--- config.mk ---
export PLATFORM = sky130hd
export DESIGN_NAME = vclk_router
export DESIGN_NICKNAME = d
export VERILOG_FILES = /design/src/rtl/vclk_pkg.sv /design/src/rtl/vclk_div_path.sv /design/src/rtl/vclk_tap_sel.sv /design/src/rtl/vclk_router.sv
export SDC_FILE = /design/constraint.sdc
export NUM_CORES = 1
export LEC_CHECK = 0
export BUFFER_PORTS_ARGS = -buffer_cell sky130_fd_sc_hd__buf_2
export CAP_MARGIN = 10
export CORE_MARGIN = 5
export CORE_UTILIZATION = 30
export DETAILED_ROUTE_END_ITERATION = 6
export PLACE_DENSITY = 0.65
export SLEW_MARGIN = 20
export SYNTH_ARGS = -nofsm -noshare
export SYNTH_HDL_FRONTEND = slang
export SYNTH_SLANG_ARGS = --single-unit
--- constraint.sdc ---
create_clock -name clk -period 6.3 [get_ports clk]
set_input_delay 0.315 -clock clk [delete_from_list [all_inputs] [get_ports clk]]
set_output_delay 0.315 -clock clk [all_outputs]
set_load 0.02 [all_outputs]
--- src/rtl/vclk_pkg.sv ---
package vclk_pkg;
   localparam int NUM_TAPS  = 5;
   localparam int PHASE_MOD = 12;

   // control-word bit positions
   localparam int CTL_SRST   = 15;
   localparam int CTL_SRC_LO = 16;
   localparam int CTL_PEN    = 19;
   // divider-word bit positions
   localparam int DIV_ENB    = 16;
   localparam int DIV_RSTB   = 17;
   localparam int SEL_PROG   = 24;
   localparam int SEL_ILACE  = 28;
   localparam int SEL_DAC    = 28;
   localparam int SEL_HDMI   = 16;
   // consumer-gate bit positions
   localparam int CG_ILACE   = 0;
   localparam int CG_PROG    = 2;
   localparam int CG_DAC     = 4;
   localparam int CG_HDMI    = 5;

   localparam logic [3:0] CODE_OTHER = 4'd8;

   function automatic int tap_ratio(input int idx);
      case (idx)
         0:       return 1;
         1:       return 2;
         2:       return 4;
         3:       return 6;
         default: return 12;
      endcase
   endfunction
endpackage

--- src/rtl/vclk_div_path.sv ---
module vclk_div_path
   import vclk_pkg::*;
#(
   parameter int DIV_W   = 8,
   parameter int NUM_SRC = 8,
   parameter int SRC_W   = 3
) (
   input  logic                clk,
   input  logic                rst_n,
   input  logic [NUM_SRC-1:0]  src_ce,
   input  logic                path_en,
   input  logic [SRC_W-1:0]    src_sel,
   input  logic                srst,
   input  logic                div_en,
   input  logic                div_rst,
   input  logic [DIV_W-1:0]    div_m,
   input  logic [NUM_TAPS-1:0] gate,
   output logic [NUM_TAPS-1:0] tap_raw,
   output logic [NUM_TAPS-1:0] tap_out
);
   localparam int PH_W = $clog2(PHASE_MOD);

   logic [DIV_W-1:0] cnt;
   logic [PH_W-1:0]  phase;
   logic             src_hit, running, step, div_fire;

   always_comb begin
      src_hit = 1'b0;
      for (int i = 0; i < NUM_SRC; i++)
         if (int'(src_sel) == i) src_hit = src_ce[i];
   end

   assign running  = div_en & ~div_rst;
   assign step     = running & path_en & src_hit;
   assign div_fire = step & (cnt == div_m);

   always_ff @(posedge clk or negedge rst_n) begin
      if (!rst_n)        cnt <= '0;
      else if (!running) cnt <= '0;
      else if (step)     cnt <= div_fire ? '0 : cnt + 1'b1;
   end

   always_ff @(posedge clk or negedge rst_n) begin
      if (!rst_n)        phase <= '0;
      else if (srst)     phase <= '0;
      else if (div_fire) phase <= (phase == PH_W'(PHASE_MOD - 1)) ? '0 : phase + 1'b1;
   end

   for (genvar i = 0; i < NUM_TAPS; i++) begin : g_tap
      localparam int RATIO = tap_ratio(i);
      assign tap_raw[i] = div_fire & ~srst & ((int'(phase) % RATIO) == 0);
   end

   assign tap_out = tap_raw & gate;
endmodule

--- src/rtl/vclk_tap_sel.sv ---
module vclk_tap_sel
   import vclk_pkg::*;
(
   input  logic [3:0]          code,
   input  logic [NUM_TAPS-1:0] taps,
   input  logic                other_div1,
   input  logic                enable,
   output logic                ce
);
   logic hit;

   always_comb begin
      hit = 1'b0;
      if (code == CODE_OTHER) hit = other_div1;
      else if (int'(code) < NUM_TAPS) hit = taps[code[2:0]];
   end

   assign ce = enable & hit;
endmodule

--- src/rtl/vclk_router.sv ---
module vclk_router
   import vclk_pkg::*;
#(
   parameter int DIV_W   = 8,
   parameter int NUM_SRC = 8
) (
   input  logic               clk,
   input  logic               rst_n,
   input  logic [NUM_SRC-1:0] src_ce,
   input  logic [31:0]        main_ctl,
   input  logic [31:0]        main_div,
   input  logic [31:0]        sec_ctl,
   input  logic [31:0]        sec_div,
   input  logic [31:0]        hdmi_ctl,
   input  logic [31:0]        cons_gate,
   output logic               ilace_ce,
   output logic               prog_ce,
   output logic               dac_ce,
   output logic               hdmi_ce
);
   localparam int SRC_W  = 3;
   localparam int N_CONS = 4;

   if (DIV_W < 1 || DIV_W > 16) begin : g_bad_divw
      $error("vclk_router: DIV_W must lie in 1..16");
   end
   if (NUM_SRC < 1 || NUM_SRC > (1 << SRC_W)) begin : g_bad_nsrc
      $error("vclk_router: NUM_SRC must lie in 1..8");
   end

   logic [NUM_TAPS-1:0] main_raw, main_tap, sec_raw, sec_tap;

   vclk_div_path #(.DIV_W(DIV_W), .NUM_SRC(NUM_SRC), .SRC_W(SRC_W)) u_main (
      .clk(clk), .rst_n(rst_n), .src_ce(src_ce),
      .path_en(main_ctl[CTL_PEN]), .src_sel(main_ctl[CTL_SRC_LO +: SRC_W]),
      .srst(main_ctl[CTL_SRST]), .div_en(main_div[DIV_ENB]), .div_rst(main_div[DIV_RSTB]),
      .div_m(main_div[DIV_W-1:0]), .gate(main_ctl[NUM_TAPS-1:0]),
      .tap_raw(main_raw), .tap_out(main_tap));

   vclk_div_path #(.DIV_W(DIV_W), .NUM_SRC(NUM_SRC), .SRC_W(SRC_W)) u_sec (
      .clk(clk), .rst_n(rst_n), .src_ce(src_ce),
      .path_en(sec_ctl[CTL_PEN]), .src_sel(sec_ctl[CTL_SRC_LO +: SRC_W]),
      .srst(sec_ctl[CTL_SRST]), .div_en(sec_div[DIV_ENB]), .div_rst(sec_div[DIV_RSTB]),
      .div_m(sec_div[DIV_W-1:0]), .gate(sec_ctl[NUM_TAPS-1:0]),
      .tap_raw(sec_raw), .tap_out(sec_tap));

   logic [3:0]          c_code  [N_CONS];
   logic [NUM_TAPS-1:0] c_taps  [N_CONS];
   logic                c_other [N_CONS];
   logic [N_CONS-1:0]   c_en, c_ce;

   // consumer 0: interlaced, 1: progressive, 2: DAC, 3: HDMI pixel
   assign c_code[0] = main_div[SEL_ILACE +: 4];
   assign c_code[1] = main_div[SEL_PROG  +: 4];
   assign c_code[2] = sec_div[SEL_DAC    +: 4];
   assign c_code[3] = hdmi_ctl[SEL_HDMI  +: 4];
   assign c_taps[0] = main_tap;  assign c_other[0] = sec_tap[0];
   assign c_taps[1] = main_tap;  assign c_other[1] = sec_tap[0];
   assign c_taps[2] = sec_tap;   assign c_other[2] = main_tap[0];
   assign c_taps[3] = main_tap;  assign c_other[3] = sec_tap[0];
   assign c_en = {cons_gate[CG_HDMI], cons_gate[CG_DAC], cons_gate[CG_PROG], cons_gate[CG_ILACE]};

   for (genvar c = 0; c < N_CONS; c++) begin : g_cons
      vclk_tap_sel u_sel (
         .code(c_code[c]), .taps(c_taps[c]), .other_div1(c_other[c]),
         .enable(c_en[c]), .ce(c_ce[c]));
   end

   assign ilace_ce = c_ce[0];
   assign prog_ce  = c_ce[1];
   assign dac_ce   = c_ce[2];
   assign hdmi_ce  = c_ce[3];

   logic unused_bits;
   assign unused_bits = ^{main_ctl, main_div, sec_ctl, sec_div, hdmi_ctl, cons_gate, main_raw, sec_raw};
endmodule

==> metrics.md, run 1 <==
| Metric | Value |
|---|---|
| Cts bufs inserted | `3` |
| Max_slew headroom | `50.3%` |
| Clk_skew | `0.00147 ns` |
| Area of placed instances | `0.00287 mm2` |
| Core area | `between 0.007 and 0.008 mm2` |
| Final Cell Area | `0.00292 mm2` |
| Setup tns final | `0 ns` |
| Clk pin slew, worst setup/hold paths | `0.08 ns` |
| Ys Warns | `0` |
| Syn Std Cell Area | `0.00243 mm2` |
| Crit end category | `primary output` |
| DP HPWL | `5.54 mm` |
| Area grow syn2layout | `20.0%` |
| Worst-Margin Slew | `0.744 ns` |
| Outcome | `complete, no violations` |
| Worst Path Buf+Inv | `1` |
| Asr flop ratio synth | `100%` |
| Hold Fails Final Rpt | `0` |
| DP Cell Count | `461` |
| Routed wire length | `6.88 mm` |
| Die area | `0.0100 mm2` |
| FP Rows | `32` |
| GPL Wtd Cong | `0.792` |
| Top Ports | `206` |
| Clk Latency, worst-skew pair | `0.26 ns` |
| Sequential area share after synthesis | `24.7%` |
| CTS root buf | `clkbuf_8` |
| Net Count, Synth | `509` |
| Crit Path Class | `flip-flop to primary output` |
| CP max stage cell | `nor4_4` |
| Worst Path Max Fanout | `16` |
| Port Buf Inserts | `73` |
| Main synth FF type | `dfrtp_1` |
| WP data arrival | `2.87 ns` |
| Number of global-route vias before repair | `2,484` |
| CTS resizes | `0` |
| Pwr/cell area | `around 110 mW/mm2` |
| Post-CTS setup buffer count | `0` |
| Vias/cell | `5.46` |
| Reg2Reg Setup Slack | `approximately 4.0 ns` |
| Iteration-0 DRC Markers | `between 90 and 100` |
| Hold-fix buffers, CTS | `0` |
| Maximum VDD drop | `0.0659 mV` |
| Clock Path Buffers | `2` |
| Synth Instances | `~300` |
| Overflow after GRT | `0` |
| Setup crit start kind | `flip-flop` |
| FF+latch count, synth | `24` |
| TritonCTS clock tree | `done` |
| Number of vias in the routed layout | `2,533` |
| Number of synthesized flops with an enable pin | `0` |
| Initial antenna violation count | `0` |
| FMAX | `approximately 0.31 GHz` |
| Pin count of the biggest net entering global routing | `25` |
| Post-Syn Area per Cell | `8.18 um2` |
| First-pass GRT wire length | `11.5 mm` |
| RSZ-0062 raised after global routing | `false` |
| Final cell count without fillers | `464` |
| Antenna-violating nets left | `0` |
| Antenna Diode Count | `0` |
| Cells along the critical path | `xor2_1 -> nor4_4 -> nand2_1 -> o31a_1 -> a211oi_1 -> buf_2` |
| DR pass1 iterations | `5` |
| Yosys cell types | `65` |
| H-tree depth | `1` |
| Post-synth top cells | `28 x a21oi_1, 24 x dfrtp_1, 24 x nor2_1` |
| Nets | `576` |
| Crit path time final | `3.18 ns` |
| Post-layout util | `between 30% and 40%` |
| WP data required | `5.98 ns` |
| Lkg Pwr | `1.25 nW` |
| Max_cap viols | `0` |
| Top cell type's share of synthesized area | `about 25%` |
| Filler instances | `834` |
| Avg WL per Cell | `14.8 um` |
| Die height | `around 100 um` |
| Dominant cell type by area after synthesis | `dfrtp_1` |
| Layout cells sized above 1 | `23.2%` |
| Worst path max stage delay | `roughly 0.52 ns` |
| Sink Count | `24` |
| Initial core utilization | `31.1%` |
| Most instantiated library cell after synthesis | `a21oi_1` |
| Slew Limit Fails | `0` |
| GRT Total Usage | `13.7%` |
| Tcrit/Tclk final | `50.5%` |
| Setup Viol. Count Final | `0` |
| Delay-heaviest family, CP | `simple AND/OR/NAND/NOR gates` |
| Die W | `100 um` |
| Hold Crit Class | `input port to async pin` |
| Post-route DRC violation count | `0` |
| Largest cells by area after synthesis | `dfrtp_1 25%, a21oi_1 5.8%, ha_1 5.2%` |
## final cells by class
type	instances	area (um2)	area share, %
clock buffers	3	41.3	1.42
multi-input cells	251	1740	59.7
repair buffers	73	365	12.5
flip-flops and latches	24	601	20.6
inverters	11	41.3	1.42
well taps	102	128	4.38
## report_power, final
part           switching (mW)  internal [mW]
registers            0.000422          0.154
logic                  0.0432         0.0350
clock network          0.0472         0.0427
total                  0.0908          0.232
## sequential cells by signal, summed over array words and instances, names as in the netlist
name,flops
u_main.phase,4
u_sec.cnt,8
u_main.cnt,8
u_sec.phase,4
## worst paths after layout
path / end / cells after the start / startpoint
worst min register to register: u_main.cnt[7]$_DFFE_PN0P_ / 2 / u_main.cnt[7]$_DFFE_PN0P_
worst max register to register: u_main.phase[2]$_DFFE_PN0P_ / 5 / u_main.cnt[3]$_DFFE_PN0P_
worst max-delay path: prog_ce / 6 / u_main.cnt[3]$_DFFE_PN0P_
worst min-delay path: u_sec.cnt[2]$_DFFE_PN0P_ / 1 / rst_n
max in group asynchronous: u_sec.cnt[0]$_DFFE_PN0P_ / 1 / rst_n
min in group clk: u_sec.phase[3]$_DFFE_PN0P_ / 2 / sec_ctl[15]
## stage by stage
step	power [mW]	worst slack (ns)	hold slack [ns]
after floorplan	0.195	3.54	0.0194
after global placement	0.235	3.40	0.344
after detailed placement	0.236	3.44	0.347
after CTS	0.327	3.13	0.0535
after global routing	0.341	2.88	0.0828
final	0.323	3.12	0.0378
## placed cells by master, fill, tap and decap left out, types with 2 or more instances in the layout
master / count
a2111oi_0: 2
a21oi_1: 28
a311oi_1: 2
a41oi_1: 2
and2_1: 3
and3_1: 13
and3b_1: 2
buf_2: 73
clkbuf_8: 3
dfrtp_1: 24
ha_1: 10
inv_1: 11
mux2_1: 3
mux2i_1: 5
nand2_1: 17
nand2b_1: 5
nand3_1: 8
nand3b_1: 6
nand4_1: 11
nand4b_1: 8
nor2_1: 24
nor2b_1: 11
nor3_1: 4
nor4_4: 2
nor4b_1: 2
nor4bb_1: 2
o2111a_1: 2
o21ai_0: 13
o21ai_1: 3
o31a_1: 2
o31ai_1: 4
o41ai_1: 2
or3_1: 6
or3b_1: 2
xnor2_1: 10
xor2_1: 11
## layer usage
metal | routed length, um | vias to the layer above | part of all wire (%) | global-route usage (%)
met2 | 3110 | 90 | 45 | 22.6
met3 | 465 | 2 | 6.8 | 2.02
met4 | 11 | 0 | 0.16 | 2.49
met5 | 0 | - | 0 | 0
li1 | - | 1251 | - | -
met1 | 3290 | 1190 | 48 | 19.1
## logic make-up after synthesis
kind of cell    Yosys count  synth area share [%]
simple gates            131                  32.5
fa+ha+maj                10                  5.15
xor+xnor                 21                  7.57
mux                       9                  3.92
compound gates           80                  22.5
buf+inv                  22                  3.66
flops                    24                  24.7
(Power assumes the default switching activity.)
==> inputs of run 2 (changes only) <==
--- a/config.mk
+++ b/config.mk
@@ -10,7 +10,7 @@
 export CORE_MARGIN = 5
 export CORE_UTILIZATION = 30
 export DETAILED_ROUTE_END_ITERATION = 6
-export PLACE_DENSITY = 0.65
+export PLACE_DENSITY = 0.68
 export SLEW_MARGIN = 20
 export SYNTH_ARGS = -nofsm -noshare
 export SYNTH_HDL_FRONTEND = slang
==> constraint.sdc (replaced) <==
create_clock -name clk -period 2.9 [get_ports clk]
set_input_delay 0.145 -clock clk [delete_from_list [all_inputs] [get_ports clk]]
set_output_delay 0.145 -clock clk [all_outputs]
set_load 0.02 [all_outputs]
==> metrics.md, run 2 (same netlist as run 1, synthesis figures left out) <==
| Metric | Value |
|---|---|
| DP Cell Count | `472 (+2.4%)` |
| Nets | `592 (+2.8%)` |
| DP HPWL | `5.74 mm (+3.5%)` |
| Final Cell Area | `0.00310 mm2 (+6.3%)` |
| Hold Fails Final Rpt | `0 (unchanged)` |
| Most frequent cells in the layout | `72 x buf_2, 28 x a21oi_1, 24 x nor2_1` |
| Biggest regs | `u_main.cnt x8, u_sec.cnt x8` |
| Avg WL per Cell | `14.7 um (-0.86%)` |
| Power Total | `0.816 mW (+150%)` |
| Maximum VDD drop | `0.201 mV (+210%)` |
| Antenna Diode Count | `0 (unchanged)` |
| Port Buf Inserts | `73 (unchanged)` |
| Crit Path Class | `flip-flop to primary output` |
| Seq pwr share | `41.1% (-6.8 points)` |
| First-pass GRT wire length | `11.7 mm (+1.6%)` |
| Crit path from | `u_main.phase[2]$_DFFE_PN0P_` |
| Final worst slack | `0.118 ns (-3.00 ns)` |
| Max_cap viols | `0 (unchanged)` |
| Worst Reg-to-Reg Cells | `6 (+1)` |
| R2r endpoint | `u_sec.cnt[0]$_DFFE_PN0P_` |
| Antenna-violating nets left | `0 (unchanged)` |
| Area grow syn2layout | `27.6%` |
| FMAX | `0.359 GHz` |
| TritonCTS clock tree | `done` |
| Worst-Margin Slew | `0.577 ns (-0.167 ns)` |
| Crit end category | `primary output` |
| DR pass1 iterations | `4 (-1)` |
| Worst Path Max Fanout | `8 (-8)` |
| WP data required | `2.76 ns (-3.22 ns)` |
| Post-route DRC violation count | `0 (unchanged)` |
| Top Ports | `206 (unchanged)` |
| H-tree depth | `1 (unchanged)` |
| Iteration-0 DRC Markers | `101 (+9.8%)` |
| Core area | `0.00781 mm2 (unchanged)` |
| Final cell count without fillers | `481 (+3.7%)` |
| Clk pin slew, worst setup/hold paths | `0.09 ns (about the same)` |
| Area of placed instances | `0.00296 mm2 (+2.9%)` |
| Hold Crit Class | `input port to flip-flop` |
| Overflow after GRT | `0 (unchanged)` |
| Setup crit start kind | `flip-flop` |
| GPL Wtd Cong | `0.856 (+8.0%)` |
| Setup tns final | `0 ns (unchanged)` |
| Sw Ratio | `26.3% (-1.9 points)` |
| Pin count of the biggest net entering global routing | `25 (unchanged)` |
| Reg2Reg Setup Slack | `0.95 ns (-3.08 ns)` |
| Crit path time final | `about 2.8 ns` |
| Number of global-route vias before repair | `2,545 (+2.5%)` |
| RR Startpoint | `u_sec.cnt[0]$_DFFE_PN0P_` |
| Net Switching | `0.214 mW (+140%)` |
| Number of vias in the routed layout | `2,589 (+2.2%)` |
| Die area | `0.0100 mm2 (unchanged)` |
| Lkg Pwr | `1.34 nW (+7.4%)` |
| Initial core utilization | `31.1% (unchanged)` |
| Pwr/cell area | `263 mW/mm2 (+140%)` |
| Routed wire length | `7.07 mm (+2.8%)` |
| CTS root buf | `clkbuf_8` |
| Max_slew headroom | `61.6% (+11 points)` |
| Setup Viol. Count Final | `0 (unchanged)` |
| Cts bufs inserted | `3 (unchanged)` |
| Clk_skew | `0.00409 ns (+0.00263 ns)` |
| FP Rows | `32 (unchanged)` |
| Sink Count | `24 (unchanged)` |
| Place WS | `0.307 ns (-3.13 ns)` |
| Setup crit end | `hdmi_ce` |
| GRT Total Usage | `14.0% (+0.38 points)` |
| Vias/cell | `5.38 (-1.4%)` |
| Slew Limit Fails | `0 (unchanged)` |
| Commonest non-fill, non-tap cell in the layout | `buf_2` |
| P_int | `0.602 mW (+160%)` |
| Combinational power share | `21.9% (-2.3 points)` |
| Initial antenna violation count | `0 (unchanged)` |
| WP data arrival | `2.64 ns (-0.23 ns)` |
| Tcrit/Tclk final | `95.9%` |
| Layout cells sized above 1 | `28.0% (+4.8 points)` |
| Outcome | `complete, no violations` |
| Clk Latency, worst-skew pair | `0.27 ns (about the same)` |
| Clock share of power | `36.9% (+9.0 points)` |
| Die W | `100 um (unchanged)` |
| Die height | `100 um (unchanged)` |
| Clock Path Buffers | `2 (unchanged)` |
| RSZ-0062 raised after global routing | `true` |
-- run 2: cell count changes in the layout (fill, tap and decap cells not counted), sizes merged --
cell and delta:
buf +15, bufinv +1, dlygate4sd3 +1
-- run 2: metal layers --
metal	global-route usage (%)	vias up	part of all wire [%]
li1	-	1285	-
met1	19.7	1212	46
met2	23.1	86	46
met3	2.08	6	7.1
met4	2.59	0	0.85
met5	0	-	0
-- run 2: cell type report --
cell class                      instances  area, um2
Fill cell                             807       4710
Multi-Input combinational cell        251       1770
Sequential cell                        24        603
Timing Repair Buffer                   89        490
Tap cell                              102        128
Clock buffer                            3       41.3
Inverter                               11       41.3
Clock inverter                          1       30.0
-- run 2: worst max-delay path, stage by stage (launching register included) --
cell and delay (ns):
dfrtp_2 0.46, nor2b_1 0.16, ha_1 0.32, nor4bb_2 0.32, a311oi_2 0.09, or3_1 0.32, a311o_1 0.30, a211oi_2 0.23
buf_4 0.17
-- run 2: stage by stage --
step                utilization [%]  hold slack (ns)
floorplan                         -           -0.151
global placement               37.9            0.188
detailed placement             37.9            0.179
CTS                            39.0            0.107
global route                   39.7            0.124
finish                         39.7            0.111
-- run 2: power by group through the flow --
stage	clock network, mW	logic [mW]	registers, mW
6_report	0.301	0.179	0.336
5_1_grt	0.323	0.198	0.336
4_1_cts	0.311	0.178	0.336
3_5_place_dp	0	0.176	0.342
3_3_place_gp	0	0.174	0.342
2_1_floorplan	0	0.0817	0.342
-- run 2: how the worst min path moves through the flow --
| stage | slack, ns | to | cells past startpoint | startpoint |
|---|---|---|---|---|
| final | 0.11 | u_sec.phase[1]$_DFFE_PN0P_ | 2 | sec_ctl[15] |
| after global routing | 0.12 | u_sec.phase[2]$_DFFE_PN0P_ | 2 | sec_ctl[15] |
| after CTS | 0.11 | u_sec.phase[1]$_DFFE_PN0P_ | 2 | sec_ctl[15] |
| after detailed placement | 0.18 | u_sec.cnt[3]$_DFFE_PN0P_ | 1 | rst_n |
| after global placement | 0.19 | u_sec.cnt[3]$_DFFE_PN0P_ | 1 | rst_n |
| after floorplan | -0.15 | u_main.cnt[0]$_DFFE_PN0P_ | 0 | rst_n |
-- run 2: repair_timing --
| action | in CTS | in global routing |
|---|---|---|
| hold buffers | 1 | 0 |
| pin swaps | 0 | 7 |
| hold endpoints to repair | 24 | 0 |
| setup endpoints to repair | 2 | 3 |
| buffers inserted | 0 | 4 |
| resized for setup | 2 | 6 |
